### config.mk
export PLATFORM = sky130hd
export DESIGN_NAME = nib_reg_port
export DESIGN_NICKNAME = d
export VERILOG_FILES = /design/src/rtl/nib_reg_pkg.sv /design/src/rtl/nib_cmd_decode.sv /design/src/rtl/nib_wr_regs.sv /design/src/rtl/nib_rd_mux.sv /design/src/rtl/nib_rsp_ser.sv /design/src/rtl/nib_reg_port.sv
export SDC_FILE = /design/constraint.sdc
export NUM_CORES = 1
export LEC_CHECK = 0
export BUFFER_PORTS_ARGS = -buffer_cell sky130_fd_sc_hd__clkbuf_2
export CAP_MARGIN = 20
export CORE_MARGIN = 1
export CORE_UTILIZATION = 40
export CTS_CLUSTER_DIAMETER = 80
export DETAILED_ROUTE_END_ITERATION = 10
export PLACE_DENSITY = 0.66
export SLEW_MARGIN = 20
export SYNTH_ARGS = -nofsm -noshare
export SYNTH_HDL_FRONTEND = slang
export SYNTH_HIERARCHICAL = 1
export SYNTH_SLANG_ARGS = --single-unit
### constraint.sdc
create_clock -name clk_i -period 5.24 [get_ports clk_i]
set_clock_uncertainty 0.05 [all_clocks]
set_input_delay 1.048 -clock clk_i [delete_from_list [all_inputs] [get_ports clk_i]]
set_output_delay 1.048 -clock clk_i [all_outputs]
set_load 0.05 [all_outputs]
### src/rtl/nib_reg_pkg.sv
package nib_reg_pkg;
  localparam int BYTE_W = 8;
  localparam int NIB_W  = 4;
  localparam int N_WREG = 8;

  typedef enum logic [NIB_W-1:0] {
    OP_ADDR_LO = 4'h0,
    OP_ADDR_HI = 4'h1,
    OP_DATA_LO = 4'h2,
    OP_DATA_HI = 4'h3,
    OP_READ    = 4'h4
  } opcode_e;

  localparam logic [NIB_W-1:0] WA_MODE = 4'd3;
  // storage slot -> write address
  localparam logic [NIB_W-1:0] WR_ADDR [N_WREG] =
    '{4'd0, 4'd1, 4'd2, 4'd4, 4'd5, 4'd6, 4'd7, 4'd15};

  // control byte bit positions
  localparam int CB_WREN  = 0;
  localparam int CB_RDEN  = 1;
  localparam int CB_TRST  = 2;
  localparam int CB_TEN   = 3;
  localparam int CB_FSTOP = 4;
  localparam int CB_SWTRG = 5;
  localparam int CB_INIT  = 7;
endpackage

### src/rtl/nib_cmd_decode.sv
module nib_cmd_decode
  import nib_reg_pkg::*;
(
  input  logic              clk_i,
  input  logic              rst_ni,
  input  logic              cmd_valid_i,
  input  logic [BYTE_W-1:0] cmd_i,
  output logic [BYTE_W-1:0] addr_o,
  output logic              wr_o,
  output logic [BYTE_W-1:0] wr_data_o,
  output logic              rd_o
);
  opcode_e          op;
  logic [NIB_W-1:0] pay;
  logic [BYTE_W-1:0] addr_q;
  logic [NIB_W-1:0] dlo_q;

  always_comb begin
    op        = opcode_e'(cmd_i[BYTE_W-1:NIB_W]);
    pay       = cmd_i[NIB_W-1:0];
    wr_o      = cmd_valid_i && (op == OP_DATA_HI);
    rd_o      = cmd_valid_i && (op == OP_READ);
    wr_data_o = {pay, dlo_q};
    addr_o    = addr_q;
  end

  always_ff @(posedge clk_i or negedge rst_ni) begin
    if (!rst_ni) begin
      addr_q <= '0;
      dlo_q  <= '0;
    end else if (cmd_valid_i) begin
      unique case (op)
        OP_ADDR_LO: addr_q[NIB_W-1:0]        <= pay;
        OP_ADDR_HI: addr_q[BYTE_W-1:NIB_W]   <= pay;
        OP_DATA_LO: dlo_q                    <= pay;
        OP_DATA_HI,
        OP_READ:    addr_q                   <= addr_q + 1'b1;
        default: ;
      endcase
    end
  end


  addr_step_chk: assert property (@(posedge clk_i) disable iff (!rst_ni)
    (wr_o || rd_o) |=> addr_q == $past(addr_q) + 8'd1);

  addr_hold_chk: assert property (@(posedge clk_i) disable iff (!rst_ni)
    (!cmd_valid_i || cmd_i[7:4] > 4'h4) |=> $stable(addr_q) && $stable(dlo_q));

  addr_lo_keep_chk: assert property (@(posedge clk_i) disable iff (!rst_ni)
    (cmd_valid_i && cmd_i[7:4] == 4'h0) |=> addr_q[7:4] == $past(addr_q[7:4]));
endmodule

### src/rtl/nib_wr_regs.sv
module nib_wr_regs
  import nib_reg_pkg::*;
(
  input  logic              clk_i,
  input  logic              rst_ni,
  input  logic [BYTE_W-1:0] addr_i,
  input  logic              wr_i,
  input  logic [BYTE_W-1:0] data_i,
  output logic [BYTE_W-1:0] wreg_o [N_WREG],
  output logic [2:0]        lvl_o,
  output logic [3:0]        pulse_o
);
  logic lo_page;
  logic mode_hit;
  logic [2:0] lvl_q;
  logic [3:0] pulse_q;

  assign lo_page  = (addr_i[BYTE_W-1:NIB_W] == '0);
  assign mode_hit = wr_i && lo_page && (addr_i[NIB_W-1:0] == WA_MODE);

  for (genvar i = 0; i < N_WREG; i++) begin : g_wreg
    logic [BYTE_W-1:0] r_q;
    logic hit;
    assign hit = wr_i && lo_page && (addr_i[NIB_W-1:0] == WR_ADDR[i]);
    always_ff @(posedge clk_i or negedge rst_ni) begin
      if (!rst_ni)  r_q <= '0;
      else if (hit) r_q <= data_i;
    end
    assign wreg_o[i] = r_q;
  end

  always_ff @(posedge clk_i or negedge rst_ni) begin
    if (!rst_ni) begin
      lvl_q   <= '0;
      pulse_q <= '0;
    end else begin
      pulse_q <= '0;
      if (mode_hit) begin
        lvl_q   <= {data_i[CB_TEN], data_i[CB_RDEN], data_i[CB_WREN]};
        pulse_q <= {data_i[CB_INIT], data_i[CB_SWTRG], data_i[CB_FSTOP], data_i[CB_TRST]};
      end
    end
  end

  assign lvl_o   = lvl_q;
  assign pulse_o = pulse_q;


  strobe_single_chk: assert property (@(posedge clk_i) disable iff (!rst_ni)
    (pulse_q != 4'd0) |=> (pulse_q == 4'd0));

  strobe_cause_chk: assert property (@(posedge clk_i) disable iff (!rst_ni)
    (pulse_q != 4'd0) |-> $past(wr_i && addr_i == 8'd3));

  level_hold_chk: assert property (@(posedge clk_i) disable iff (!rst_ni)
    !(wr_i && addr_i == 8'd3) |=> $stable(lvl_q));
endmodule

### src/rtl/nib_rd_mux.sv
module nib_rd_mux
  import nib_reg_pkg::*;
#(
  parameter logic [7:0] DEV_ID = 8'h3C,
  parameter int POS_W = 24,
  parameter int WORD_W = 16
) (
  input  logic [BYTE_W-1:0] addr_i,
  input  logic [2:0]        lvl_i,
  input  logic [BYTE_W-1:0] pin_view_i,
  input  logic [BYTE_W-1:0] test_i,
  input  logic [POS_W-1:0]  trig_pos_i,
  input  logic [POS_W-1:0]  stop_pos_i,
  input  logic              round_i,
  input  logic              triggered_i,
  input  logic              post_done_i,
  input  logic [WORD_W-1:0] pin_change_i,
  input  logic [WORD_W-1:0] last_ts_i,
  output logic [BYTE_W-1:0] data_o
);
  logic [BYTE_W-1:0] status;

  always_comb begin
    status = '0;
    status[0] = lvl_i[0];
    status[1] = lvl_i[1];
    status[3] = lvl_i[2];
    status[4] = round_i;
    status[5] = triggered_i;
    status[6] = post_done_i;
  end

  always_comb begin
    data_o = '0;
    if (addr_i[BYTE_W-1:NIB_W] == '0) begin
      unique case (addr_i[NIB_W-1:0])
        4'd0:  data_o = DEV_ID;
        4'd1:  data_o = trig_pos_i[7:0];
        4'd2:  data_o = trig_pos_i[15:8];
        4'd3:  data_o = trig_pos_i[23:16];
        4'd4:  data_o = stop_pos_i[7:0];
        4'd5:  data_o = stop_pos_i[15:8];
        4'd6:  data_o = stop_pos_i[23:16];
        4'd7:  data_o = status;
        4'd8:  data_o = pin_change_i[7:0];
        4'd9:  data_o = pin_change_i[15:8];
        4'd10: data_o = last_ts_i[7:0];
        4'd11: data_o = last_ts_i[15:8];
        4'd12: data_o = pin_view_i;
        4'd15: data_o = test_i;
        default: data_o = '0;
      endcase
    end
  end
endmodule

### src/rtl/nib_rsp_ser.sv
module nib_rsp_ser
  import nib_reg_pkg::*;
(
  input  logic              clk_i,
  input  logic              rst_ni,
  input  logic              rd_i,
  input  logic [BYTE_W-1:0] byte_i,
  output logic              rsp_valid_o,
  output logic [BYTE_W-1:0] rsp_o
);
  logic             pend_q;
  logic [NIB_W-1:0] hi_q;
  logic             valid_q;
  logic [BYTE_W-1:0] out_q;

  always_ff @(posedge clk_i or negedge rst_ni) begin
    if (!rst_ni) begin
      pend_q  <= 1'b0;
      hi_q    <= '0;
      valid_q <= 1'b0;
      out_q   <= '0;
    end else if (rd_i) begin
      pend_q  <= 1'b1;
      hi_q    <= byte_i[BYTE_W-1:NIB_W];
      valid_q <= 1'b1;
      out_q   <= {{NIB_W{1'b0}}, byte_i[NIB_W-1:0]};
    end else if (pend_q) begin
      pend_q  <= 1'b0;
      valid_q <= 1'b1;
      out_q   <= {{NIB_W{1'b0}}, hi_q};
    end else begin
      valid_q <= 1'b0;
      out_q   <= '0;
    end
  end

  assign rsp_valid_o = valid_q;
  assign rsp_o       = out_q;


  rsp_pair_chk: assert property (@(posedge clk_i) disable iff (!rst_ni)
    rd_i |=> rsp_valid_o ##1 rsp_valid_o);

  rsp_upper_zero_chk: assert property (@(posedge clk_i) disable iff (!rst_ni)
    rsp_valid_o |-> rsp_o[7:4] == 4'h0);

  rsp_cause_chk: assert property (@(posedge clk_i) disable iff (!rst_ni)
    $rose(rsp_valid_o) |-> $past(rd_i));
endmodule

### src/rtl/nib_reg_port.sv
module nib_reg_port
  import nib_reg_pkg::*;
#(
  parameter logic [7:0] DEV_ID = 8'h3C,
  parameter int POS_W = 24,
  parameter int WORD_W = 16
) (
  input  logic              clk_i,
  input  logic              rst_ni,
  input  logic              cmd_valid_i,
  input  logic [7:0]        cmd_i,
  output logic              rsp_valid_o,
  output logic [7:0]        rsp_o,
  output logic [7:0]        clk_sel_o,
  output logic [15:0]       trig_sel_o,
  output logic [7:0]        mem_row_o,
  output logic [7:0]        post_trig_o,
  output logic [7:0]        trig_opt_o,
  output logic [7:0]        pin_view_o,
  output logic [7:0]        test_o,
  output logic              dram_wr_en_o,
  output logic              dram_rd_en_o,
  output logic              trig_en_o,
  output logic              trig_reset_o,
  output logic              force_stop_o,
  output logic              sw_trig_o,
  output logic              dram_init_o,
  input  logic [POS_W-1:0]  trig_pos_i,
  input  logic [POS_W-1:0]  stop_pos_i,
  input  logic              round_i,
  input  logic              triggered_i,
  input  logic              post_done_i,
  input  logic [WORD_W-1:0] pin_change_i,
  input  logic [WORD_W-1:0] last_ts_i
);
  logic [BYTE_W-1:0] addr;
  logic              wr, rd;
  logic [BYTE_W-1:0] wr_data;
  logic [BYTE_W-1:0] wreg [N_WREG];
  logic [2:0]        lvl;
  logic [3:0]        pulse;
  logic [BYTE_W-1:0] rd_data;

  nib_cmd_decode u_dec (
    .clk_i, .rst_ni, .cmd_valid_i, .cmd_i,
    .addr_o(addr), .wr_o(wr), .wr_data_o(wr_data), .rd_o(rd)
  );

  nib_wr_regs u_wr (
    .clk_i, .rst_ni, .addr_i(addr), .wr_i(wr), .data_i(wr_data),
    .wreg_o(wreg), .lvl_o(lvl), .pulse_o(pulse)
  );

  nib_rd_mux #(.DEV_ID(DEV_ID), .POS_W(POS_W), .WORD_W(WORD_W)) u_rd (
    .addr_i(addr), .lvl_i(lvl), .pin_view_i(wreg[6]), .test_i(wreg[7]),
    .trig_pos_i, .stop_pos_i, .round_i, .triggered_i, .post_done_i,
    .pin_change_i, .last_ts_i, .data_o(rd_data)
  );

  nib_rsp_ser u_rsp (
    .clk_i, .rst_ni, .rd_i(rd), .byte_i(rd_data),
    .rsp_valid_o, .rsp_o
  );

  assign clk_sel_o    = wreg[0];
  assign trig_sel_o   = {wreg[2], wreg[1]};
  assign mem_row_o    = wreg[3];
  assign post_trig_o  = wreg[4];
  assign trig_opt_o   = wreg[5];
  assign pin_view_o   = wreg[6];
  assign test_o       = wreg[7];
  assign dram_wr_en_o = lvl[0];
  assign dram_rd_en_o = lvl[1];
  assign trig_en_o    = lvl[2];
  assign trig_reset_o = pulse[0];
  assign force_stop_o = pulse[1];
  assign sw_trig_o    = pulse[2];
  assign dram_init_o  = pulse[3];
endmodule

==> flow_summary.ini, run 1 <==
[outcome]
status = completed

[yosys]
ys.flop_type = dfrtp_1
yosysSeqAreaShare_pct = 46.2
synth_edf_count = 0
ys_seq_elements = 93
syn-cell-area_um2 = 5030
yosys_warnings = 6
async_flop_share_pct = 100
synth_area_per_cell_um2 = 12.1
syn-instance-count = 415
synth_cell_types = 66

[worst_setup_path]
worstPathMaxFanout = 9
start_kind = input port
path_class = input port to flop
worst-endpoint-arrival_ps = 3000
crit_required_ps = 5410
endpoint_kind = flop

[final_layout]
drive_above_1_share_pct = 50.9
stdcell_area_um2 = 6240
postLayoutCoreUtil_pct = 51.3
syn_to_final_growth_pct = 24.0
diodes = 0
nets = 671

[route]
firstDrtPassIters = 4
post_drt_via_cell_ratio = 5.54
routedWlPerCell_um = 19.1
ant_nets = 0
drc_errors = 0
drt_iter0_markers = 453
wirelength_mm = 14.3
via_count = 4149

[floorplanning]
die_area_um2 = 13000
boundaryPins = 174
die_height_um = 114
core_area_um2 = 12200
initial_core_util_pct = 41.4
die_w_um = 114
rows = 40

[grt]
grt_pass1_vias = 4173
gr-max-usage-layer = met2
antenna_found_initial = 0
grt_util_met1_pct = 27.7
grt.met2_usage_pct = 38.4
grt_overflow_total = 0
grt_pass1_wl_mm = 22.3
use_met3_pct = 5.66
grt_start_max_net_pins = 49
grt_usage_pct = 22.5

[sta]
final-setup-viol-count = 0
finalSetupTns_ps = 0
tightestPinTransition_ps = 592
min_period_over_period_pct = 54.0
rsz0062_at_grt = false
layout_min_cycle_time_ps = 2830
setup_ws_ps = 2410
relSlewSlack_pct = 60.3
fmax_mhz = 354
hold_viol = 0
slew_violations = 0

[placement]
dp_hpwl_mm = 10.4
placed_cell_area_um2 = 5940
gp_routability_congestion = 0.890
io_buffers = 169
pre_cts_slack_ps = 2070

[hold_path]
hold_class = flop to flop

[power_and_ir_drop]
power.net_switching_uw = 674
sw_frac_of_total_pct = 33.6
pwr-share-seq_pct = 41.3
clkPwrFrac_pct = 32.6
power_mw = 2.01
peakVddDrop_uv = 195
power_density_nw_per_um2 = 322
leakagePower_nw = 3.21
p_int_mw = 1.33
pwr-share-comb_pct = 26.2

[clock_tree]
cts_max_path_buffers = 2
path_clk_slew_ps = 70
cts_root_buf = clkbuf_16
insertion_delay_ps = 340
cts_buffers = 9
cts_sinks = 93
cts_setup_buffers = 0
tritoncts = built
htree_num_levels = 3
hold_buffers = 0
cts_resized = 0

[flow_run]
maxCapViolations = 0
==> cells by family after synthesis <==
kind of cell	share of synthesized area (%)
AO/OA/AOI/OAI	12.8
multiplexers	22.4
AND/OR/NAND/NOR	13.1
buffers and inverters	5.02
XOR/XNOR	0.174
adder cells (fa/ha/maj)	0.249
other	0.0745
flip-flops	46.2
==> per-layer routing <==
layer / vias to the layer above / part of all wire (%)
met5: - / 0
met4: 0 / 1.9
met3: 18 / 6.6
met2: 188 / 49
met1: 2054 / 42
li1: 1889 / -
==> layout make-up <==
cell class	instances	area [um^2]
Fill cell	1118	5920
Multi-Input combinational cell	286	2460
Sequential cell	93	2330
Timing Repair Buffer	175	893
Clock buffer	9	225
Tap cell	168	210
Clock inverter	7	81.3
Inverter	11	41.3
==> flip-flops by register name, indices dropped and copies added, names as in the netlist <==
signal             count
u_dec/addr_o           8
u_wr/lvl_o             3
u_dec/dlo_q            4
u_rsp/rsp_o            4
u_rsp/hi_q             4
u_wr/pulse_o           4
u_rsp/rsp_valid_o      1
u_rsp/pend_q           1
u_wr/g_wreg.r_q       64
==> path summary, 6_finish.rpt <==
kind	depth (start not counted)	start	slack, ps	to
min	1	u_rsp/pend_q	440	u_rsp/rsp_valid_o
max in group asynchronous	2	rst_ni	3420	u_wr/g_wreg[2].r_q[7]
max	7	cmd_i[7]	2410	u_wr/g_wreg[7].r_q[6]
min reg2reg	1	u_rsp/pend_q	440	u_rsp/rsp_valid_o
max reg2reg	6	u_dec/addr_o[2]	2590	u_rsp/rsp_o[2]
min in group asynchronous	1	rst_ni	660	u_wr/g_wreg[2].r_q[6]
==> cells in the mapped netlist, types with 7 or more instances <==
library cell | count | area, um^2
nor2_1 | 14 | 52.6
o21ai_0 | 8 | 40.0
a31oi_1 | 10 | 62.6
a22o_1 | 7 | 61.3
nand3_1 | 12 | 60.1
nor2b_1 | 14 | 87.6
nand2_1 | 11 | 41.3
buf_2 | 7 | 35.0
buf_4 | 14 | 105
a21oi_1 | 11 | 55.1
mux2_2 | 82 | 923
a221oi_1 | 9 | 78.8
dfrtp_1 | 93 | 2330
inv_1 | 10 | 37.5
==> critical path, stage by stage <==
cell,delay (ps)
clkbuf_2,110
nor2b_1,230
and4b_1,230
nor3b_1,240
buf_4,240
nor4b_4,500
mux2_2,400
==> layout by cell type, fill, tap and decap left out, types with 3 or more instances in the layout <==
cell type / synthesis / final
clkbuf_2: 0 / 168
dfrtp_1: 93 / 93
mux2_2: 82 / 82
nor2b_1: 14 / 14
nor2_1: 14 / 14
nand3_1: 12 / 12
a21oi_1: 11 / 11
nand2_1: 11 / 11
a31oi_1: 10 / 10
inv_1: 10 / 10
clkbuf_16: 0 / 9
a221oi_1: 9 / 9
o21ai_0: 8 / 8
buf_4: 14 / 7
a22o_1: 7 / 7
o22a_1: 6 / 6
mux2i_1: 6 / 6
a22oi_1: 6 / 6
nand3_2: 6 / 6
mux2_4: 5 / 5
nor3_1: 4 / 4
a32oi_1: 4 / 4
a21o_1: 4 / 4
conb_1: 1 / 4
clkinvlp_4: 0 / 3
and2_1: 3 / 3
o21ai_1: 3 / 3
and3b_1: 3 / 3
and3_1: 3 / 3
nor3b_1: 3 / 3
mux4_2: 3 / 3
==> power by group through the flow <==
| stage | registers (mW) | clock network, mW | logic [mW] |
|---|---|---|---|
| final | 0.829 | 0.654 | 0.525 |
| after global routing | 0.837 | 0.701 | 0.568 |
| after CTS | 0.830 | 0.674 | 0.520 |
| after detailed placement | 0.843 | 0 | 0.516 |
| after global placement | 0.841 | 0 | 0.513 |
| after floorplan | 0.827 | 0 | 0.387 |
==> per-stage QoR <==
step                instances  hold WS (ps)
global route              749           460
CTS                       749           439
finish                    749           442
global placement          733           424
floorplan                 418           399
detailed placement        733           422
Note: power is estimated with default switching activity, not from simulation.
==> run 2: changes to the inputs <==
--- a/config.mk
+++ b/config.mk
@@ -11,7 +11,7 @@
 export CORE_UTILIZATION = 40
 export CTS_CLUSTER_DIAMETER = 80
 export DETAILED_ROUTE_END_ITERATION = 10
-export PLACE_DENSITY = 0.66
+export PLACE_DENSITY = 0.69
 export SLEW_MARGIN = 20
 export SYNTH_ARGS = -nofsm -noshare
 export SYNTH_HDL_FRONTEND = slang
==> constraint.sdc (replaced) <==
create_clock -name clk_i -period 2.5 [get_ports clk_i]
set_clock_uncertainty 0.05 [all_clocks]
set_input_delay 0.5 -clock clk_i [delete_from_list [all_inputs] [get_ports clk_i]]
set_output_delay 0.5 -clock clk_i [all_outputs]
set_load 0.05 [all_outputs]
==> run 2 against run 1 <==
Setup slack worse by 2200 ps. Combinational power up 120%. Register-to-register slack worse by 2400 ps. Wire length up 0.54%. Global-route usage down 0.42 points. Sequential cell count unchanged. Clock power up 120%. Cell count up 1.6%. Sequential share of layout area down 0.78 points. Critical endpoint is now u_rsp/rsp_o[0].
==> flow_summary.ini, run 2 (synthesized netlist as in run 1, its figures left out) <==
[clock_tree]
cts_setup_buffers = 0
cts_max_path_buffers = 2
cts_buffers = 9
hold_buffers = 0
cts_resized = 0
insertion_delay_ps = 330
tritoncts = built
cts_sinks = 93
cts_root_buf = clkbuf_16
path_clk_slew_ps = 70
htree_num_levels = 3

[route]
ant_nets = 0
firstDrtPassIters = 5
wirelength_mm = 14.4
via_count = 4187
drt_iter0_markers = 228
routedWlPerCell_um = 18.9
drc_errors = 0
post_drt_via_cell_ratio = 5.50

[grt]
grt_start_max_net_pins = 55
grt_usage_pct = 22.1
antenna_found_initial = 0
grt_pass1_vias = 4232
grt_util_met1_pct = 26.9
grt.met2_usage_pct = 38.5
grt_pass1_wl_mm = 22.4
use_met3_pct = 5.45
grt_overflow_total = 0
gr-max-usage-layer = met2

[floorplanning]
rows = 40
die_w_um = 114
initial_core_util_pct = 41.4
die_height_um = 114
die_area_um2 = 13000
core_area_um2 = 12200
boundaryPins = 174

[power_and_ir_drop]
power_density_nw_per_um2 = 680
peakVddDrop_uv = 392
leakagePower_nw = 3.29

[worst_setup_path]
crit_required_ps = 2670
max_stage_delay_ps = 740
path_class = flop to flop
worstPathMaxFanout = 17
path_cells = clkinv_1, a31o_2, a32oi_1, a31oi_1, a22o_1
endpoint_kind = flop
worst-endpoint-arrival_ps = 2440
start_kind = flop
critPathSlowestCell = dfrtp_1

[final_layout]
mostFrequentLayoutCells = clkbuf_2 (168), dfrtp_1 (93), mux2_2 (82), buf_4 (16)
diodes = 0
top_register = u_wr/g_wreg.r_q
drive_above_1_share_pct = 51.9
layout_commonest_cell = clkbuf_2
fin_cells = 761
nets = 683
largest_reg_flops = 64
postLayoutCoreUtil_pct = 52.4
syn_to_final_growth_pct = 26.7

[flow_run]
maxCapViolations = 0

[sta]
relSlewSlack_pct = 55.4
final-setup-viol-count = 0
min_period_over_period_pct = 90.7
rsz0062_at_grt = false
finalSetupTns_ps = 0
slew_violations = 0
setup_ws_ps = 232
tightestPinTransition_ps = 669
layout_min_cycle_time_ps = 2270
fmax_mhz = 441
hold_viol = 0

[placement]
gp_routability_congestion = 0.905
pre_cts_slack_ps = 170
dp_hpwl_mm = 10.6
dp.cells = 745
io_buffers = 169

[hold_path]
hold_class = input port to async pin

[outcome]
status = completed
run 2: cell count changes in the layout (fill, tap and decap cells not counted):
cell and change:
buf_4 +9, buf_12 +3, clkinvlp_4 -2, inv_6 +2, clkinv_4 -1, inv_8 +1
run 2: metal layers:
layer / part of all wire (%) / vias to the layer above / wire length (um)
li1: - / 1904 / -
met4: 2.1 / 0 / 308
met2: 49 / 227 / 6990
met1: 41 / 2032 / 5860
met5: 0 / - / 0
met3: 8.5 / 24 / 1230
run 2: path summary, 6_finish.rpt:
kind | start | end | slack (ps) | depth (start not counted)
max | u_dec/addr_o[1] | u_rsp/rsp_o[0] | 230 | 5
max reg2reg | u_dec/addr_o[1] | u_rsp/rsp_o[0] | 230 | 5
min | rst_ni | u_rsp/rsp_valid_o | 90 | 1
min reg2reg | u_rsp/pend_q | u_rsp/rsp_valid_o | 440 | 1
min in group clk_i | u_rsp/pend_q | u_rsp/rsp_valid_o | 440 | 1
max in group asynchronous | rst_ni | u_dec/dlo_q[1] | 1640 | 2
run 2: critical path, delay by kind of cell (launching register included):
family	cells	cell delay, ps
AO/OA/AOI/OAI	4	870
flip-flops	1	740
buffers and inverters	1	490
run 2: final cells by class:
type	instances	area (um^2)
Fill cell	1087	5790
Inverter	11	41.3
Tap cell	168	210
Sequential cell	93	2330
Clock inverter	7	86.3
Multi-Input combinational cell	286	2460
Clock buffer	9	225
Timing Repair Buffer	187	1020
run 2: per-stage QoR:
| step | area, um^2 | power (mW) | hold WS (ps) |
|---|---|---|---|
| after detailed placement | 6060 | 2.94 | 422 |
| after CTS | 6380 | 4.35 | 103 |
| final | 6380 | 4.34 | 85.8 |
| after global placement | 6060 | 2.91 | 427 |
| after floorplan | 5040 | 2.54 | 154 |
| after global routing | 6380 | 4.53 | 119 |
run 2: power by group:
| group | switching, mW | total [mW] | internal (mW) |
|---|---|---|---|
| Clock | 0.609 | 1.41 | 0.800 |
| Sequential | 0.184 | 1.75 | 1.56 |
| Combinational | 0.655 | 1.18 | 0.523 |
==> run 3: changes to the inputs <==
--- a/config.mk
+++ b/config.mk
@@ -7,11 +7,13 @@
 export LEC_CHECK = 0
 export BUFFER_PORTS_ARGS = -buffer_cell sky130_fd_sc_hd__clkbuf_2
 export CAP_MARGIN = 20
+export CELL_PAD_IN_SITES_DETAIL_PLACEMENT = 1
+export CELL_PAD_IN_SITES_GLOBAL_PLACEMENT = 1
 export CORE_MARGIN = 1
-export CORE_UTILIZATION = 40
+export CORE_UTILIZATION = 39
 export CTS_CLUSTER_DIAMETER = 80
 export DETAILED_ROUTE_END_ITERATION = 10
-export PLACE_DENSITY = 0.69
+export PLACE_DENSITY_LB_ADDON = 0.1
 export SLEW_MARGIN = 20
 export SYNTH_ARGS = -nofsm -noshare
 export SYNTH_HDL_FRONTEND = slang
==> constraint.sdc (replaced) <==
create_clock -name clk_i -period 2.24 [get_ports clk_i]
set_clock_uncertainty 0.05 [all_clocks]
set_input_delay 0.448 -clock clk_i [delete_from_list [all_inputs] [get_ports clk_i]]
set_output_delay 0.448 -clock clk_i [all_outputs]
set_load 0.05 [all_outputs]
==> run 3 against run 2 <==
Cell count is 2.0% higher. Critical path depth stayed put. Hold slack worse by 44 ps. Sequential cell count stayed put. Setup slack worse by 87 ps. Power is 13% higher. Sequential share of layout area is 0.49 points lower. Wire length is 9.7% higher. Critical endpoint unchanged. Largest power group unchanged.
==> flow_summary.ini, run 3 (synthesized netlist as in run 1, its figures left out) <==
[outcome]
status = completed

[final_layout]
top_register = u_wr/g_wreg.r_q
fillCellCount = 1428
largest_reg_flops = 64
drive_above_1_share_pct = 52.8
seqCellArea_um2 = 2330
nets = 694
fin_cells = 776
stdcell_area_um2 = 6460
multi_input_area_um2 = 2460
layout_commonest_cell = clkbuf_2
syn_to_final_growth_pct = 28.4
diodes = 0
postLayoutCoreUtil_pct = 51.2
mostFrequentLayoutCells = clkbuf_2 (168), dfrtp_1 (93), mux2_2 (82), buf_4 (27)

[worst_setup_path]
worstPathMaxFanout = 12
crit_required_ps = 2420
reg2reg_from = u_dec/addr_o[1]
reg2reg_to = u_rsp/rsp_o[0]
start_kind = flop
path_class = flop to flop
reg2reg_depth = 5
reg2reg_setup_slack_ps = 150
endpoint_kind = flop
worst-endpoint-arrival_ps = 2280

[placement]
io_buffers = 169
placed_cell_area_um2 = 6150
dp.cells = 760
dp_hpwl_mm = 11.9
gp_routability_congestion = 0.913

[grt]
antenna_found_initial = 0
grt_pass1_wl_mm = 24.1
grt_overflow_total = 0
grt_start_max_net_pins = 45
grt_usage_pct = 24.2
grt_pass1_vias = 4324

[sta]
final-setup-viol-count = 0
rsz0062_at_grt = false
slew_violations = 0
finalSetupTns_ps = 0
hold_viol = 0
fmax_mhz = 478
tightestPinTransition_ps = 628
min_period_over_period_pct = 93.5
relSlewSlack_pct = 57.8
layout_min_cycle_time_ps = 2090

[floorplanning]
die_w_um = 116
die_area_um2 = 13400
initial_core_util_pct = 39.9
boundaryPins = 174
die_height_um = 116
core_area_um2 = 12600
rows = 41

[route]
via_count = 4179
ant_nets = 0
routedWlPerCell_um = 20.3
post_drt_via_cell_ratio = 5.39
drt_iter0_markers = 292
drc_errors = 0
wirelength_mm = 15.8
firstDrtPassIters = 4

[clock_tree]
cts_root_buf = clkbuf_16
cts_max_path_buffers = 2
cts_buffers = 9
insertion_delay_ps = 340
cts_resized = 0
cts_setup_buffers = 0
hold_buffers = 0
path_clk_slew_ps = 70
cts_sinks = 93
tritoncts = built
htree_num_levels = 3

[hold_path]
hold_class = input port to async pin

[flow_run]
maxCapViolations = 0

[power_and_ir_drop]
power_mw = 4.89
leakagePower_nw = 3.34
peakVddDrop_uv = 337
power_density_nw_per_um2 = 757
==> run 3: changes by cell type in the layout (fill, tap and decap cells not counted) <==
cell      delta
clkinv_4     +1
buf_4       +11
inv_6        -1
==> run 3: cell type report <==
class | instances | area share, %
timing repair buffer | 198 | 17.1
multi-input combinational | 286 | 38.1
sequential | 93 | 36.0
inverter | 11 | 0.639
tap | 172 | 3.33
clock inverter | 7 | 1.34
clock buffer | 9 | 3.48
==> run 3: routing by layer <==
metal  wire (um)  up-vias  track usage (%)  share of wire [%]
met3        1020       11             5.54                6.5
met2        8120      147             43.0                 51
met4         191        0             5.97                1.2
met1        6440     2093             29.6                 41
met5           0        -                0                  0
li1            -     1928                -                  -
==> run 3: where the power goes <==
part	total [mW]	switching [mW]	internal, mW
combinational	1.41	0.813	0.597
clock	1.57	0.682	0.890
sequential	1.91	0.166	1.75
==> run 3: critical path, stage by stage, from the launching register on <==
cell      delay [ps]
dfrtp_1          620
clkinv_1         420
a31o_2           310
a32oi_1          160
a31oi_1          170
a22o_1           260
==> run 3: metrics by stage <==
step	hold slack (ps)	setup slack, ps
after CTS	59.0	170
final	41.5	146
after detailed placement	425	-105
after global routing	87.8	67.0
after floorplan	102	96.0
after global placement	420	-17.4
==> run 3: how the worst max path moves through the flow <==
stage / from / slack [ps] / endpoint / cells past startpoint
2_1_floorplan: cmd_valid_i / 100 / u_wr/g_wreg[7].r_q[0] / 6
3_3_place_gp: cmd_i[7] / -20 / u_wr/g_wreg[6].r_q[2] / 7
3_5_place_dp: cmd_valid_i / -100 / u_wr/g_wreg[6].r_q[5] / 7
4_1_cts: u_dec/addr_o[0] / 170 / u_rsp/hi_q[2] / 6
5_1_grt: u_dec/addr_o[0] / 70 / u_rsp/hi_q[2] / 6
6_report: u_dec/addr_o[1] / 150 / u_rsp/rsp_o[0] / 5
